==> src/rtl/bcr_pkg.sv <==
package bcr_pkg;
  localparam int DW_BITS     = 32;
  localparam int DW_BYTES    = DW_BITS / 8;
  localparam int HDR_DWORDS  = 16;
  localparam int IDX_W       = $clog2(HDR_DWORDS);
  localparam int HDR_ADDR_LSB = IDX_W + $clog2(DW_BYTES);
  localparam int ERR_EVT_N   = 6;
  localparam int SEC_STS_IDX = 7;

  typedef struct packed {
    logic [DW_BITS-1:0] ro;
    logic [DW_BITS-1:0] rw;
    logic [DW_BITS-1:0] w1c;
  } attr_t;

  // per-dword access policy of the bridge header
  function automatic attr_t attr_of(input logic [IDX_W-1:0] idx);
    attr_t a;
    a = '0;
    case (idx)
      4'd0, 4'd2, 4'd3, 4'd4, 4'd5, 4'd14: a.ro = 32'hFFFF_FFFF;
      4'd1: begin
        a.rw = 32'h0000_07FF;
        a.ro = 32'h0010_0000;
      end
      4'd6: begin
        a.rw = 32'h00FF_FFFF;
        a.ro = 32'hFF00_0000;
      end
      4'd7: begin
        a.rw  = 32'h0000_F0F0;
        a.ro  = 32'h06A0_0F0F;
        a.w1c = 32'hF900_0000;
      end
      4'd8, 4'd9: begin
        a.rw = 32'hFFF0_FFF0;
        a.ro = 32'h000F_000F;
      end
      4'd15: begin
        a.rw = 32'h0B6F_00FF;
        a.ro = 32'h0000_FF00;
      end
      default: a = '0;
    endcase
    return a;
  endfunction

  function automatic logic [DW_BITS-1:0] reset_of(input logic [IDX_W-1:0] idx,
                                                  input logic [15:0] vid,
                                                  input logic [15:0] did,
                                                  input logic [7:0]  rev,
                                                  input logic [7:0]  pin);
    case (idx)
      4'd0:    return {did, vid};
      4'd1:    return 32'h0010_0000;
      4'd2:    return {24'h060400, rev};
      4'd3:    return 32'h0001_0010;
      4'd15:   return {16'h0000, pin, 8'h00};
      default: return '0;
    endcase
  endfunction

  // error event k -> secondary-status flag bit
  function automatic logic [DW_BITS-1:0] evt_bits(input logic [ERR_EVT_N-1:0] e);
    return {e[5:1], 2'b00, e[0], 24'h000000};
  endfunction
endpackage

==> src/rtl/bcr_lane_align.sv <==
module bcr_lane_align
  import bcr_pkg::*;
(
  input  logic [1:0]         addr_lo,
  input  logic [1:0]         size,
  input  logic [DW_BITS-1:0] wdata,
  input  logic [DW_BITS-1:0] cur_dword,
  output logic [DW_BITS-1:0] bit_mask,
  output logic [DW_BITS-1:0] data_sh,
  output logic [DW_BITS-1:0] rd_view
);
  logic [DW_BYTES-1:0] be_base;
  logic [DW_BYTES-1:0] be_sh;
  logic [DW_BITS-1:0]  size_bits;
  logic [4:0]          sh;

  always_comb begin
    case (size)
      2'd0:    be_base = 4'b0001;
      2'd1:    be_base = 4'b0011;
      default: be_base = 4'b1111;
    endcase
  end

  assign be_sh = be_base << addr_lo;
  assign sh    = {addr_lo, 3'b000};

  for (genvar j = 0; j < DW_BYTES; j++) begin : g_lane
    assign bit_mask[8*j +: 8]  = {8{be_sh[j]}};
    assign size_bits[8*j +: 8] = {8{be_base[j]}};
  end

  assign data_sh = wdata << sh;
  assign rd_view = (cur_dword >> sh) & size_bits;
endmodule

==> src/rtl/bcr_policy_merge.sv <==
module bcr_policy_merge
  import bcr_pkg::*;
(
  input  attr_t              attr,
  input  logic [DW_BITS-1:0] old_val,
  input  logic [DW_BITS-1:0] data_sh,
  input  logic [DW_BITS-1:0] bit_mask,
  output logic [DW_BITS-1:0] store_val,
  output logic [DW_BITS-1:0] notify_val
);
  logic [DW_BITS-1:0] rw_hit;
  logic [DW_BITS-1:0] w1c_hit;
  logic [DW_BITS-1:0] merged;

  assign rw_hit  = attr.rw & bit_mask;
  assign w1c_hit = attr.w1c & bit_mask & data_sh;
  assign merged  = (old_val & ~rw_hit) | (data_sh & rw_hit);

  assign store_val  = merged & ~w1c_hit;
  assign notify_val = (store_val & ~attr.w1c) | w1c_hit;
endmodule

==> src/rtl/bcr_reg_array.sv <==
module bcr_reg_array
  import bcr_pkg::*;
#(
  parameter logic [15:0] VENDOR_ID = 16'hABCD,
  parameter logic [15:0] DEVICE_ID = 16'h0123,
  parameter logic [7:0]  REVISION  = 8'h07,
  parameter logic [7:0]  INT_PIN   = 8'h01
) (
  input  logic                 clk,
  input  logic                 rst,
  input  logic                 wr_en,
  input  logic [IDX_W-1:0]     wr_idx,
  input  logic [DW_BITS-1:0]   wr_dword,
  input  logic [ERR_EVT_N-1:0] err_evt,
  input  logic [IDX_W-1:0]     rd_idx,
  output logic [DW_BITS-1:0]   rd_dword
);
  logic [DW_BITS-1:0] q [HDR_DWORDS];

  for (genvar g = 0; g < HDR_DWORDS; g++) begin : g_dw
    localparam attr_t A = attr_of(IDX_W'(g));
    localparam logic [DW_BITS-1:0] RV = reset_of(IDX_W'(g), VENDOR_ID, DEVICE_ID, REVISION, INT_PIN);
    if ((A.rw | A.w1c) != '0) begin : g_flop
      logic [DW_BITS-1:0] r;
      logic [DW_BITS-1:0] nxt;
      always_comb begin
        nxt = r;
        if (wr_en && (wr_idx == IDX_W'(g))) nxt = wr_dword;
        if (g == SEC_STS_IDX) nxt = nxt | evt_bits(err_evt);
      end
      always_ff @(posedge clk) begin
        if (rst) r <= RV;
        else     r <= nxt;
      end
      assign q[g] = r;
    end else begin : g_const
      assign q[g] = RV;
    end
  end

  assign rd_dword = q[rd_idx];

  // an error event leaves its flag set after the edge
  a_r6_evt_sets_flag: assert property (@(posedge clk) disable iff (rst)
    (err_evt != '0) |=> ((q[SEC_STS_IDX] & evt_bits($past(err_evt))) == evt_bits($past(err_evt))));
endmodule

==> src/rtl/bridge_cfg_regfile.sv <==
module bridge_cfg_regfile
  import bcr_pkg::*;
#(
  parameter int          ADDR_W    = 12,
  parameter logic [15:0] VENDOR_ID = 16'hABCD,
  parameter logic [15:0] DEVICE_ID = 16'h0123,
  parameter logic [7:0]  REVISION  = 8'h07,
  parameter logic [7:0]  INT_PIN   = 8'h01
) (
  input  logic                 clk,
  input  logic                 rst,
  input  logic                 req_valid,
  input  logic                 req_write,
  input  logic [ADDR_W-1:0]    req_addr,
  input  logic [1:0]           req_size,
  input  logic [31:0]          req_wdata,
  input  logic [ERR_EVT_N-1:0] err_evt,
  output logic                 rsp_valid,
  output logic [31:0]          rsp_rdata,
  output logic                 wn_valid,
  output logic [IDX_W-1:0]     wn_dword,
  output logic [31:0]          wn_old,
  output logic [31:0]          wn_new,
  output logic [31:0]          wn_mask
);
  logic               in_range;
  logic [IDX_W-1:0]   idx;
  attr_t              cur_attr;
  logic [DW_BITS-1:0] raw_dword;
  logic [DW_BITS-1:0] cur_dword;
  logic [DW_BITS-1:0] bit_mask;
  logic [DW_BITS-1:0] data_sh;
  logic [DW_BITS-1:0] rd_view;
  logic [DW_BITS-1:0] store_val;
  logic [DW_BITS-1:0] notify_val;
  logic               wr_go;
  logic               rd_go;

  assign in_range  = (req_addr >> HDR_ADDR_LSB) == '0;
  assign idx       = req_addr[HDR_ADDR_LSB-1:2];
  assign cur_attr  = attr_of(idx);
  assign cur_dword = raw_dword & (cur_attr.ro | cur_attr.rw | cur_attr.w1c);
  assign wr_go     = req_valid && req_write && in_range;
  assign rd_go     = req_valid && !req_write;

  bcr_reg_array #(
    .VENDOR_ID(VENDOR_ID), .DEVICE_ID(DEVICE_ID),
    .REVISION(REVISION), .INT_PIN(INT_PIN)
  ) u_array (
    .clk(clk), .rst(rst),
    .wr_en(wr_go), .wr_idx(idx), .wr_dword(store_val),
    .err_evt(err_evt),
    .rd_idx(idx), .rd_dword(raw_dword)
  );

  bcr_lane_align u_lane (
    .addr_lo(req_addr[1:0]), .size(req_size), .wdata(req_wdata),
    .cur_dword(cur_dword),
    .bit_mask(bit_mask), .data_sh(data_sh), .rd_view(rd_view)
  );

  bcr_policy_merge u_merge (
    .attr(cur_attr), .old_val(cur_dword), .data_sh(data_sh), .bit_mask(bit_mask),
    .store_val(store_val), .notify_val(notify_val)
  );

  always_ff @(posedge clk) begin
    if (rst) begin
      rsp_valid <= 1'b0;
      rsp_rdata <= '0;
      wn_valid  <= 1'b0;
      wn_dword  <= '0;
      wn_old    <= '0;
      wn_new    <= '0;
      wn_mask   <= '0;
    end else begin
      rsp_valid <= rd_go;
      rsp_rdata <= (rd_go && in_range) ? rd_view : '0;
      wn_valid  <= wr_go;
      wn_dword  <= wr_go ? idx        : '0;
      wn_old    <= wr_go ? cur_dword  : '0;
      wn_new    <= wr_go ? notify_val : '0;
      wn_mask   <= wr_go ? bit_mask   : '0;
    end
  end

  attr_t wn_attr;
  assign wn_attr = attr_of(wn_dword);

  // every read request gets a response strobe next cycle
  a_r2_rsp_follows_read: assert property (@(posedge clk) disable iff (rst)
    (req_valid && !req_write) |=> rsp_valid);
  // reserved bits of the reported dword are zero
  a_r2_reserved_zero: assert property (@(posedge clk) disable iff (rst)
    wn_valid |-> ((wn_old & ~(wn_attr.ro | wn_attr.rw | wn_attr.w1c)) == '0));
  // bits outside the written bytes keep their value
  a_r3_outside_mask_kept: assert property (@(posedge clk) disable iff (rst)
    wn_valid |-> (((wn_new ^ wn_old) & ~wn_mask & ~wn_attr.w1c) == '0));
  // read-only bits never change
  a_r4_ro_kept: assert property (@(posedge clk) disable iff (rst)
    wn_valid |-> (((wn_new ^ wn_old) & wn_attr.ro) == '0));
  // W1C view only inside the written bytes
  a_r8_w1c_view_in_mask: assert property (@(posedge clk) disable iff (rst)
    wn_valid |-> ((wn_new & wn_attr.w1c & ~wn_mask) == '0));
  // out-of-range writes raise no notification
  a_r9_no_notify_oob: assert property (@(posedge clk) disable iff (rst)
    (req_valid && req_write && !in_range) |=> !wn_valid);
endmodule

==> config.mk <==
export PLATFORM = sky130hd
export DESIGN_NAME = bridge_cfg_regfile
export DESIGN_NICKNAME = d
export VERILOG_FILES = /design/src/rtl/bcr_pkg.sv /design/src/rtl/bcr_lane_align.sv /design/src/rtl/bcr_policy_merge.sv /design/src/rtl/bcr_reg_array.sv /design/src/rtl/bridge_cfg_regfile.sv
export SDC_FILE = /design/constraint.sdc
export NUM_CORES = 1
export LEC_CHECK = 0
export BUFFER_PORTS_ARGS = -buffer_cell sky130_fd_sc_hd__buf_4
export CORE_ASPECT_RATIO = 0.75
export CORE_MARGIN = 3
export CORE_UTILIZATION = 41
export DETAILED_ROUTE_END_ITERATION = 12
export HOLD_SLACK_MARGIN = 0.1
export PLACE_DENSITY = 0.59
export SYNTH_ARGS = -nofsm -noshare
export SYNTH_HDL_FRONTEND = slang
export SYNTH_HIERARCHICAL = 1
export SYNTH_SLANG_ARGS = --single-unit
==> constraint.sdc <==
create_clock -name clk -period 2.7 [get_ports clk]
set_clock_uncertainty 0.15 [all_clocks]
set_input_delay 0 -clock clk [delete_from_list [all_inputs] [get_ports clk]]
set_output_delay 0 -clock clk [all_outputs]
set_load 0.03 [all_outputs]
==> metrics.md, run 1 <==
| Metric | Value |
|---|---|
| Status | `complete, no violations` |
| Warnings, synthesis | `6` |
| Relative slew slack | `0.204` |
| Worst-Skew Late Latency | `between 0.5 and 0.6 ns` |
| Total count of hold-check failures in the final report | `0` |
| TNS Setup | `0 ns` |
| DRC viols | `0` |
| Vert. Die Dim | `175 um` |
| Share of the cycle needed by the critical path after routing | `0.964` |
| Master cell of the clock root buffer | `sky130_fd_sc_hd__clkbuf_16` |
| Reg2Reg Setup Slack | `0.13 ns` |
| Hold WC Path Type | `in -> reg` |
| Global route total overflow | `0` |
| Count of H-tree levels built during CTS | `2` |
| Power density over cell area | `562 mW/mm^2` |
| Cell internal power dissipation | `8.21 mW` |
| Largest net degree at the start of global routing | `196` |
| Routability congestion estimate from global placement | `0.893` |
| Startpoint types | `primary input` |
| Upper clock frequency limit | `slightly below 0.4 GHz` |
| Antenna violations before repair | `0` |
| RR Startpoint | `u_array/g_dw[9].g_flop.r[24]$_SDFFE_PP0P_` |
| Hold path startpoint | `req_addr[3]` |
| First-pass GRT wire length | `84200 um` |
| Inserted Diodes | `0` |
| Gate count of the mapped netlist | `~1900` |
| Count of clock tree sinks | `326` |
| Overall power | `11.1 mW` |
| Max_cap viols | `0` |
| Netlist area before placement | `between 0.015 and 0.02 mm^2` |
| Clock network fraction of design power | `0.445` |
| Number of iterations in the first detailed-routing pass | `5` |
| Pleak | `7.75 nW` |
| Nets | `roughly 2200` |
| Cell area after placement | `around 0.018 mm^2` |
| Critical Path RT | `3.02 ns` |
| Maximum vdd drop | `0.353 mV` |
| Number of cells in the design after placement | `2600` |
| Number of cells on the worst reg-to-reg path | `12` |
| Final Cell Area | `0.0197 mm^2` |
| Setup CP Type | `in -> reg` |
| Effective utilization at floorplan | `0.418` |
| Post-detail-place hpwl | `37700 um` |
| Final core utilization | `0.527` |
| Worst endpoint data arrival time | `2.93 ns` |
| Final setup violation count | `0` |
| Shortest clock period the worst path allows after layout | `~2.6 ns` |
| Setup repair after global routing missed its margin | `false` |
| Standard cell core area | `0.0373 mm^2` |
| Sequential fraction of design power | `0.436` |
| Portion of total power attributed to combinational logic | `0.119` |
| Area growth from synthesis to layout | `26.1%` |
| Transition time at the pin with the least slew margin | `1.19 ns` |
| Avg Inst Size Synth | `8.23 um^2` |
| Remaining antenna violation count | `0` |
| Total Die Area | `0.0405 mm^2` |
| CTS tree | `built` |
| Via count | `around 15000` |
| Clock edge transition at the registers on the reported setup and hold paths | `0.06 ns` |
| Number of buffers on the longest clock path | `3` |
| Chip width | `231 um` |
| WL final | `55600 um` |
| Number of ports placed on the die boundary | `190` |
| Wire length per cell | `between 20 and 25 um` |
| Detailed router's first-iteration violation count | `1342` |
| Proportion of total power due to net switching | `0.258` |
| Endpoint class of the critical path | `flop` |
| Fraction of final layout cells sized beyond drive strength 1 | `0.197` |
| Post-detailed-route via-to-cell ratio | `5.40` |
| Most frequent cells in the layout | `sky130_fd_sc_hd__nand2_1, sky130_fd_sc_hd__dfxtp_1, sky130_fd_sc_hd__buf_4, sky130_fd_sc_hd__a21oi_1, sky130_fd_sc_hd__and2_1` |
| All-layer global routing usage | `0.268` |
| Capture instance of the worst register-to-register path | `u_array/g_dw[7].g_flop.r[24]$_SDFF_PP0_` |
| Max Transition Viols Final | `0` |
| Hold path cells | `5` |
| Non-filler cells in the finished layout | `2710` |
| Number of buffer cells added on primary ports | `189` |
| Capture endpoint of the worst hold path | `wn_old[31]$_SDFF_PP0_` |
| Commonest non-fill, non-tap cell in the layout | `sky130_fd_sc_hd__nand2_1` |
| Sw Pwr | `2.85 mW` |
| Number of buffers added by the clock tree synthesis step | `36` |
| Largest fanout on the critical path | `27` |
| Number of global-route vias before repair | `13800` |
| Number of rows in the core area | `61` |
## registers in the layout, summed over array words and instances, names as in the netlist
register               cells
wn_mask                   32
rsp_rdata                 32
wn_new                    32
wn_dword                   4
rsp_valid                  1
wn_old                    32
wn_valid                   1
u_array/g_dw.g_flop.r    192
## area by class of cell
class                           count  area (um^2)
Clock buffer                       53         1040
Clock inverter                     12          128
Fill cell                        3545        17600
Inverter                           10         37.5
Multi-Input combinational cell   1466         8500
Sequential cell                   326         6530
Tap cell                          504          631
Timing Repair Buffer              339         2830
## worst max-delay path by stage
stage,start,to,cells after the start
global placement,req_addr[2],wn_new[11]$_SDFF_PP0_,11
detailed placement,req_addr[2],wn_new[11]$_SDFF_PP0_,11
floorplan,req_addr[4],u_array/g_dw[7].g_flop.r[21]$_SDFFE_PP0N_,9
global route,req_addr[1],u_array/g_dw[7].g_flop.r[29]$_SDFF_PP0_,10
finish,req_addr[1],u_array/g_dw[7].g_flop.r[30]$_SDFF_PP0_,9
CTS,req_addr[1],u_array/g_dw[7].g_flop.r[29]$_SDFF_PP0_,10
## repair_timing
action	in CTS	in global routing
buffers inserted	0	0
hold buffers	45	0
endpoints found under the hold margin	207	0
endpoints found under the setup margin	0	6
resized for setup	0	9
## worst max-delay path, stage by stage
cell                            delay, ns
sky130_fd_sc_hd__dlygate4sd3_1       0.57
sky130_fd_sc_hd__buf_6               0.20
sky130_fd_sc_hd__buf_4               0.19
sky130_fd_sc_hd__a21oi_1             0.45
sky130_fd_sc_hd__mux2_4              0.35
sky130_fd_sc_hd__a2bb2oi_2           0.34
sky130_fd_sc_hd__a21oi_1             0.11
sky130_fd_sc_hd__a21oi_1             0.15
sky130_fd_sc_hd__dlygate4sd3_1       0.56
## power by group through the flow
| stage | registers (mW) | logic (mW) | clock network (mW) |
|---|---|---|---|
| 5_1_grt | 4.82 | 1.39 | 5.20 |
| 2_1_floorplan | 4.93 | 0.770 | 0 |
| 6_report | 4.82 | 1.31 | 4.92 |
| 4_1_cts | 4.82 | 1.28 | 4.99 |
| 3_5_place_dp | 4.93 | 1.22 | 0 |
| 3_3_place_gp | 4.93 | 1.22 | 0 |
## metal layers
metal	GRT usage	routed length, um
met5	0	0
met4	0.0759	1470
met3	0.0442	4210
met2	0.409	24200
met1	0.390	25600
## per-stage QoR
stage	setup slack, ns	hold WS, ns
floorplan	0.684	-0.0655
global placement	-0.0264	0.0510
detailed placement	-0.0490	0.0539
CTS	0.0166	0.102
global route	0.00970	0.133
finish	0.0985	0.128
Note: power is estimated with default switching activity, not from simulation.
==> run 2, diff against run 1 <==
--- a/config.mk
+++ b/config.mk
@@ -5,13 +5,16 @@
 export SDC_FILE = /design/constraint.sdc
 export NUM_CORES = 1
 export LEC_CHECK = 0
+export ABC_AREA = 1
 export BUFFER_PORTS_ARGS = -buffer_cell sky130_fd_sc_hd__buf_4
+export CELL_PAD_IN_SITES_DETAIL_PLACEMENT = 1
+export CELL_PAD_IN_SITES_GLOBAL_PLACEMENT = 1
 export CORE_ASPECT_RATIO = 0.75
 export CORE_MARGIN = 3
 export CORE_UTILIZATION = 41
 export DETAILED_ROUTE_END_ITERATION = 12
 export HOLD_SLACK_MARGIN = 0.1
-export PLACE_DENSITY = 0.59
+export PLACE_DENSITY = 0.79
 export SYNTH_ARGS = -nofsm -noshare
 export SYNTH_HDL_FRONTEND = slang
 export SYNTH_HIERARCHICAL = 1
==> metrics.md, run 2 <==
| Metric | Value |
|---|---|
| Number of buffers added by the clock tree synthesis step | `36 (unchanged)` |
| DRC viols | `0 (unchanged)` |
| Startpoint types | `flop (was primary input)` |
| Number of buffer cells added on primary ports | `189 (unchanged)` |
| Power density over cell area | `550 mW/mm^2 (was 562 mW/mm^2)` |
| Most flops, register | `u_array/g_dw.g_flop.r (unchanged)` |
| Commonest non-fill, non-tap cell in the layout | `sky130_fd_sc_hd__nand2_1 (unchanged)` |
| Max_cap viols | `0 (unchanged)` |
| Number of buffers on the longest clock path | `3 (unchanged)` |
| Post-detailed-route via-to-cell ratio | `5.17 (was 5.40)` |
| Clock edge transition at the registers on the reported setup and hold paths | `0.06 ns (about the same)` |
| All-layer global routing usage | `0.312 (was 0.268)` |
| Setup CP Type | `reg -> reg (was in -> reg)` |
| Gate count of the mapped netlist | `2594 (was 1896)` |
| Reg2Reg Setup Slack | `0.13 ns (about the same)` |
| Detailed router's first-iteration violation count | `1345 (was 1342)` |
| Worst endpoint data arrival time | `2.90 ns (was 2.93 ns)` |
| Final setup violation count | `0 (unchanged)` |
| Final core utilization | `0.526 (was 0.527)` |
| Master cell of the clock root buffer | `sky130_fd_sc_hd__clkbuf_16 (unchanged)` |
| Wire length per cell | `19.8 um (was 20.5 um)` |
| Status | `complete, no violations (unchanged)` |
| Number of global-route vias before repair | `18100 (was 13800)` |
| Fill cell instance count of the final layout | `5211 (was 3545)` |
| Worst-Skew Late Latency | `0.55 ns (was 0.54 ns)` |
| Upper clock frequency limit | `0.389 GHz (was 0.384 GHz)` |
| RR Startpoint | `u_array/g_dw[1].g_flop.r[27]$_SDFFE_PP0P_ (was u_array/g_dw[9].g_flop.r[24]$_SDFFE_PP0P_)` |
| Nets | `2929 (was 2235)` |
| Hold path startpoint | `req_addr[5] (was req_addr[3])` |
| WL final | `67600 um (was 55600 um)` |
| Start point of the critical path | `u_array/g_dw[1].g_flop.r[27]$_SDFFE_PP0P_ (was req_addr[1])` |
| Maximum vdd drop | `0.460 mV (was 0.353 mV)` |
| Number of rows in the core area | `62 (was 61)` |
| Avg Inst Size Synth | `6.27 um^2 (was 8.23 um^2)` |
| Overall power | `11.2 mW (was 11.1 mW)` |
| Global route total overflow | `0 (unchanged)` |
| Largest net degree at the start of global routing | `132 (was 196)` |
| Area growth from synthesis to layout | `25.2% (was 26.1%)` |
| Share of the cycle needed by the critical path after routing | `0.952 (was 0.964)` |
| Largest fanout on the critical path | `6 (was 27)` |
| Total Die Area | `0.0422 mm^2 (was 0.0405 mm^2)` |
| Effective utilization at floorplan | `0.420 (was 0.418)` |
| Endpoint class of the critical path | `flop (unchanged)` |
| First-pass GRT wire length | `103000 um (was 84200 um)` |
| Count of clock tree sinks | `326 (unchanged)` |
| Pleak | `9.85 nW (was 7.75 nW)` |
| Relative slew slack | `0.170 (was 0.204)` |
| Critical Path RT | `3.03 ns (was 3.02 ns)` |
| Chip width | `236 um (was 231 um)` |
| Total count of hold-check failures in the final report | `0 (unchanged)` |
| Most frequent cells in the layout | `sky130_fd_sc_hd__nand2_1, sky130_fd_sc_hd__nor2_1, sky130_fd_sc_hd__inv_1, sky130_fd_sc_hd__dfxtp_1, sky130_fd_sc_hd__buf_4 (was sky130_fd_sc_hd__nand2_1, sky130_fd_sc_hd__dfxtp_1, sky130_fd_sc_hd__buf_4, sky130_fd_sc_hd__a21oi_1, sky130_fd_sc_hd__and2_1)` |
| Hold WC Path Type | `in -> reg (unchanged)` |
| Via count | `17600 (was 14600)` |
| Vert. Die Dim | `179 um (was 175 um)` |
| Antenna violations before repair | `0 (unchanged)` |
| Shortest clock period the worst path allows after layout | `2.57 ns (was 2.60 ns)` |
| Max Transition Viols Final | `0 (unchanged)` |
| Fraction of final layout cells sized beyond drive strength 1 | `0.133 (was 0.197)` |
| Netlist area before placement | `0.0163 mm^2 (was 0.0156 mm^2)` |
| Standard cell core area | `0.0387 mm^2 (was 0.0373 mm^2)` |
| TNS Setup | `0 ns (unchanged)` |
| Routability congestion estimate from global placement | `0.923 (was 0.893)` |
| Post-detail-place hpwl | `45300 um (was 37700 um)` |
| Flip-flop count of the largest register after layout | `192 (unchanged)` |
| Transition time at the pin with the least slew margin | `1.24 ns (was 1.19 ns)` |
| Inserted Diodes | `0 (unchanged)` |
| Count of H-tree levels built during CTS | `2 (unchanged)` |
| CTS tree | `built (unchanged)` |
| Number of iterations in the first detailed-routing pass | `5 (unchanged)` |
| Warnings, synthesis | `6 (unchanged)` |
| Setup repair after global routing missed its margin | `false (unchanged)` |
| Number of ports placed on the die boundary | `190 (unchanged)` |
| Remaining antenna violation count | `0 (unchanged)` |
[run 2: cell types whose count changed in the layout (fill, tap and decap cells not counted), sizes merged, moves of 37 or more]
cell / change
nor2: +516
inv: +380
nand3: +219
nand2: +207
a21oi: -203
and2: -162
o21ai: +155
o211ai: -50
nand2b: -48
dlygate4sd3: +42
mux2i: -37
[run 2: what timing repair did]
action                                  4_1_cts  5_1_grt
setup buffers                                 0        1
resized for setup                             0       16
hold buffers                                 90        1
endpoints found under the setup margin        0       26
endpoints found under the hold margin       162        1
[run 2: per-stage QoR]
step           worst slack, ns  std cells  hold slack (ns)  instance area (um^2)
2_1_floorplan            0.933       2645          -0.0163                 16500
3_3_place_gp             0.246       3256            0.142                 18200
3_5_place_dp             0.159       3256            0.147                 18200
4_1_cts                 0.0254       3408            0.102                 20300
5_1_grt                0.00655       3409            0.166                 20400
6_report                 0.128       3409            0.118                 20400
[run 2: report_power, final]
group,switching (mW),internal (mW)
Clock,2.09,2.92
Combinational,0.946,0.417
Sequential,0.00447,4.82
Total,3.05,8.16
[run 2: worst paths after layout]
check,endpoint,cells after the start
max reg2reg,u_array/g_dw[7].g_flop.r[27]$_SDFF_PP0_,15
min reg2reg,u_array/g_dw[7].g_flop.r[14]$_SDFFE_PP0N_,2
min,wn_old[19]$_SDFF_PP0_,7
max,u_array/g_dw[7].g_flop.r[27]$_SDFF_PP0_,15
[run 2: cell type report]
| class | count | area, um^2 | share of cell area |
|---|---|---|---|
| clock buffer | 50 | 1050 | 0.0518 |
| clock inverter | 12 | 125 | 0.00614 |
| timing repair buffer | 349 | 2990 | 0.147 |
| sequential | 326 | 6530 | 0.320 |
| tap | 512 | 641 | 0.0314 |
| inverter | 391 | 1480 | 0.0725 |
| multi-input combinational | 1769 | 7560 | 0.371 |
[run 2: critical path, cell delays in order, from the launching register on]
cell,delay (ns)
sky130_fd_sc_hd__dfxtp_1,0.32
sky130_fd_sc_hd__o21ai_0,0.08
sky130_fd_sc_hd__nand2_1,0.09
sky130_fd_sc_hd__o211ai_1,0.11
sky130_fd_sc_hd__nand2_1,0.12
sky130_fd_sc_hd__nand2_1,0.08
sky130_fd_sc_hd__inv_1,0.15
sky130_fd_sc_hd__inv_1,0.06
sky130_fd_sc_hd__nand2_1,0.10
sky130_fd_sc_hd__nand2_1,0.11
sky130_fd_sc_hd__nor2_4,0.21
sky130_fd_sc_hd__nand3_1,0.11
sky130_fd_sc_hd__nand3_1,0.10
sky130_fd_sc_hd__nand2_1,0.05
sky130_fd_sc_hd__dlygate4sd3_1,0.60
sky130_fd_sc_hd__inv_1,0.05
[run 2: per-layer routing]
metal	vias up	global-route usage	share of wire
li1	8335	-	-
met4	0	0.105	0.033
met1	8543	0.406	0.43
met5	-	0	0
met2	629	0.515	0.46
met3	129	0.0688	0.080
==> run 3, diff against run 2 <==
==> constraint.sdc (replaced) <==
create_clock -name clk -period 2.7 [get_ports clk]
set_clock_uncertainty 0.15 [all_clocks]
set_input_delay 0.135 -clock clk [delete_from_list [all_inputs] [get_ports clk]]
set_output_delay 0.135 -clock clk [all_outputs]
set_load 0.03 [all_outputs]
==> metrics.md, run 3 (synthesized netlist as in run 2, its figures left out) <==
| Metric | Value |
|---|---|
| Transition time at the pin with the least slew margin | `0.790 ns (was 1.24 ns)` |
| Maximum vdd drop | `0.570 mV (was 0.460 mV)` |
| Total count of hold-check failures in the final report | `0 (unchanged)` |
| DRC viols | `0 (unchanged)` |
| Post-detailed-route via-to-cell ratio | `5.18 (was 5.17)` |
| Hold WC Path Type | `in -> reg (unchanged)` |
| Total Die Area | `0.0422 mm^2 (unchanged)` |
| Standard cell core area | `0.0387 mm^2 (unchanged)` |
| # Post-CTS Setup Buffers | `0 (unchanged)` |
| All-layer global routing usage | `0.304 (was 0.312)` |
| Wire length per cell | `19.6 um (was 19.8 um)` |
| Start point of the critical path | `req_addr[1] (was u_array/g_dw[1].g_flop.r[27]$_SDFFE_PP0P_)` |
| Count of H-tree levels built during CTS | `2 (unchanged)` |
| Worst endpoint data arrival time | `2.86 ns (was 2.90 ns)` |
| Chip width | `236 um (unchanged)` |
| Max Transition Viols Final | `0 (unchanged)` |
| Number of buffers on the longest clock path | `3 (unchanged)` |
| Global route total overflow | `0 (unchanged)` |
| Relative slew slack | `0.474 (was 0.170)` |
| Antenna violations before repair | `0 (unchanged)` |
| Fraction of final layout cells sized beyond drive strength 1 | `0.140 (was 0.133)` |
| TNS Setup | `0 ns (unchanged)` |
| Number of iterations in the first detailed-routing pass | `5 (unchanged)` |
| First-pass GRT wire length | `100000 um (was 103000 um)` |
| Startpoint types | `primary input (was flop)` |
| Number of buffer cells added on primary ports | `189 (unchanged)` |
| Area growth from synthesis to layout | `22.4% (was 25.2%)` |
| Detailed router's first-iteration violation count | `1247 (was 1345)` |
| Max_cap viols | `0 (unchanged)` |
| Worst-Skew Late Latency | `0.55 ns (about the same)` |
| Largest fanout on the critical path | `15 (was 6)` |
| Endpoint class of the critical path | `flop (unchanged)` |
| Power density over cell area | `570 mW/mm^2 (was 550 mW/mm^2)` |
| WL final | `66100 um (was 67600 um)` |
| Worst setup slack after placement | `0.0562 ns (was 0.159 ns)` |
| CTS tree | `built (unchanged)` |
| Post-detail-place hpwl | `46900 um (was 45300 um)` |
| Hold path startpoint | `req_wdata[3] (was req_addr[5])` |
| Critical Path RT | `3.03 ns (about the same)` |
| Number of rows in the core area | `62 (unchanged)` |
| Final Cell Area | `0.0199 mm^2 (was 0.0204 mm^2)` |
| Flip-flop count of the largest register after layout | `192 (unchanged)` |
| Upper clock frequency limit | `0.395 GHz (was 0.389 GHz)` |
| Final core utilization | `0.515 (was 0.526)` |
| Vert. Die Dim | `179 um (unchanged)` |
| Setup ws final | `0.166 ns (was 0.128 ns)` |
| Shortest clock period the worst path allows after layout | `2.53 ns (was 2.57 ns)` |
| Routability congestion estimate from global placement | `0.914 (was 0.923)` |
| Most flops, register | `u_array/g_dw.g_flop.r (unchanged)` |
| Pleak | `9.73 nW (was 9.85 nW)` |
| Number of buffers added by the clock tree synthesis step | `36 (unchanged)` |
| Master cell of the clock root buffer | `sky130_fd_sc_hd__clkbuf_16 (unchanged)` |
| Count of clock tree sinks | `326 (unchanged)` |
| Cell area after placement | `0.0183 mm^2 (was 0.0182 mm^2)` |
| Clock edge transition at the registers on the reported setup and hold paths | `0.06 ns (about the same)` |
| Largest net degree at the start of global routing | `65 (was 132)` |
| Most frequent cells in the layout | `sky130_fd_sc_hd__nand2_1, sky130_fd_sc_hd__nor2_1, sky130_fd_sc_hd__inv_1, sky130_fd_sc_hd__dfxtp_1, sky130_fd_sc_hd__buf_4 (unchanged)` |
| Nets | `2886 (was 2929)` |
| Remaining antenna violation count | `0 (unchanged)` |
| RR Startpoint | `u_array/g_dw[1].g_flop.r[30]$_SDFFE_PP0P_ (was u_array/g_dw[1].g_flop.r[27]$_SDFFE_PP0P_)` |
| Commonest non-fill, non-tap cell in the layout | `sky130_fd_sc_hd__nand2_1 (unchanged)` |
| Inserted Diodes | `0 (unchanged)` |
| Via count | `17500 (was 17600)` |
| Number of global-route vias before repair | `17600 (was 18100)` |
| Effective utilization at floorplan | `0.420 (unchanged)` |
| Status | `complete, no violations (unchanged)` |
| Setup repair after global routing missed its margin | `false (unchanged)` |
| Setup CP Type | `in -> reg (was reg -> reg)` |
| Final setup violation count | `0 (unchanged)` |
| Worst hold margin | `0.112 ns (was 0.118 ns)` |
| Number of ports placed on the die boundary | `190 (unchanged)` |
| Share of the cycle needed by the critical path after routing | `0.939 (was 0.952)` |
[run 3: path summary, 6_finish.rpt]
| kind | slack, ns | to | depth (start not counted) |
|---|---|---|---|
| worst min-delay path | 0.11 | wn_new[19]$_SDFF_PP0_ | 9 |
| worst min register to register | 0.31 | u_array/g_dw[7].g_flop.r[8]$_SDFFE_PP0N_ | 2 |
| worst max register to register | 0.26 | u_array/g_dw[7].g_flop.r[30]$_SDFF_PP0_ | 15 |
| worst max-delay path | 0.17 | u_array/g_dw[7].g_flop.r[30]$_SDFF_PP0_ | 14 |
[run 3: repair_timing]
item	4_1_cts	5_1_grt
hold endpoints to repair	103	0
hold buffers	32	0
resized for setup	0	1
setup endpoints to repair	0	2
[run 3: area by class of cell]
cell class	count	area [um^2]
inverters	391	1480
flip-flops and latches	326	6530
clock buffers	52	1080
clock inverters	14	168
repair buffers	305	2480
well taps	512	641
fillers	5244	18800
multi-input cells	1770	7540
[run 3: critical path: stages]
cell and delay, ns:
sky130_fd_sc_hd__dlygate4sd3_1 0.53, sky130_fd_sc_hd__buf_4 0.20, sky130_fd_sc_hd__buf_4 0.24, sky130_fd_sc_hd__nand3_1 0.10, sky130_fd_sc_hd__nand2_1 0.25, sky130_fd_sc_hd__inv_1 0.08
sky130_fd_sc_hd__nand3_1 0.09, sky130_fd_sc_hd__inv_1 0.06, sky130_fd_sc_hd__nor2_2 0.27, sky130_fd_sc_hd__nand3_1 0.12, sky130_fd_sc_hd__nand3_1 0.10, sky130_fd_sc_hd__nand2_1 0.04
sky130_fd_sc_hd__dlygate4sd3_1 0.57, sky130_fd_sc_hd__inv_1 0.05
[run 3: report_power, final]
| part | internal (mW) | total [mW] | switching [mW] |
|---|---|---|---|
| Clock | 3.10 | 5.24 | 2.14 |
| Sequential | 4.82 | 4.82 | 0.00399 |
| Combinational | 0.375 | 1.30 | 0.929 |
[run 3: stage by stage]
step           instances  power [mW]
2_1_floorplan       2645        5.69
3_3_place_gp        3271        6.12
3_5_place_dp        3271        6.15
4_1_cts             3369        11.4
5_1_grt             3370        11.8
6_report            3370        11.4
[run 3: per-layer routing]
metal / GRT usage / wire length, um
met2: 0.502 / 30500
met4: 0.0912 / 1850
met3: 0.0431 / 4280
met5: 0 / 0
met1: 0.413 / 29500
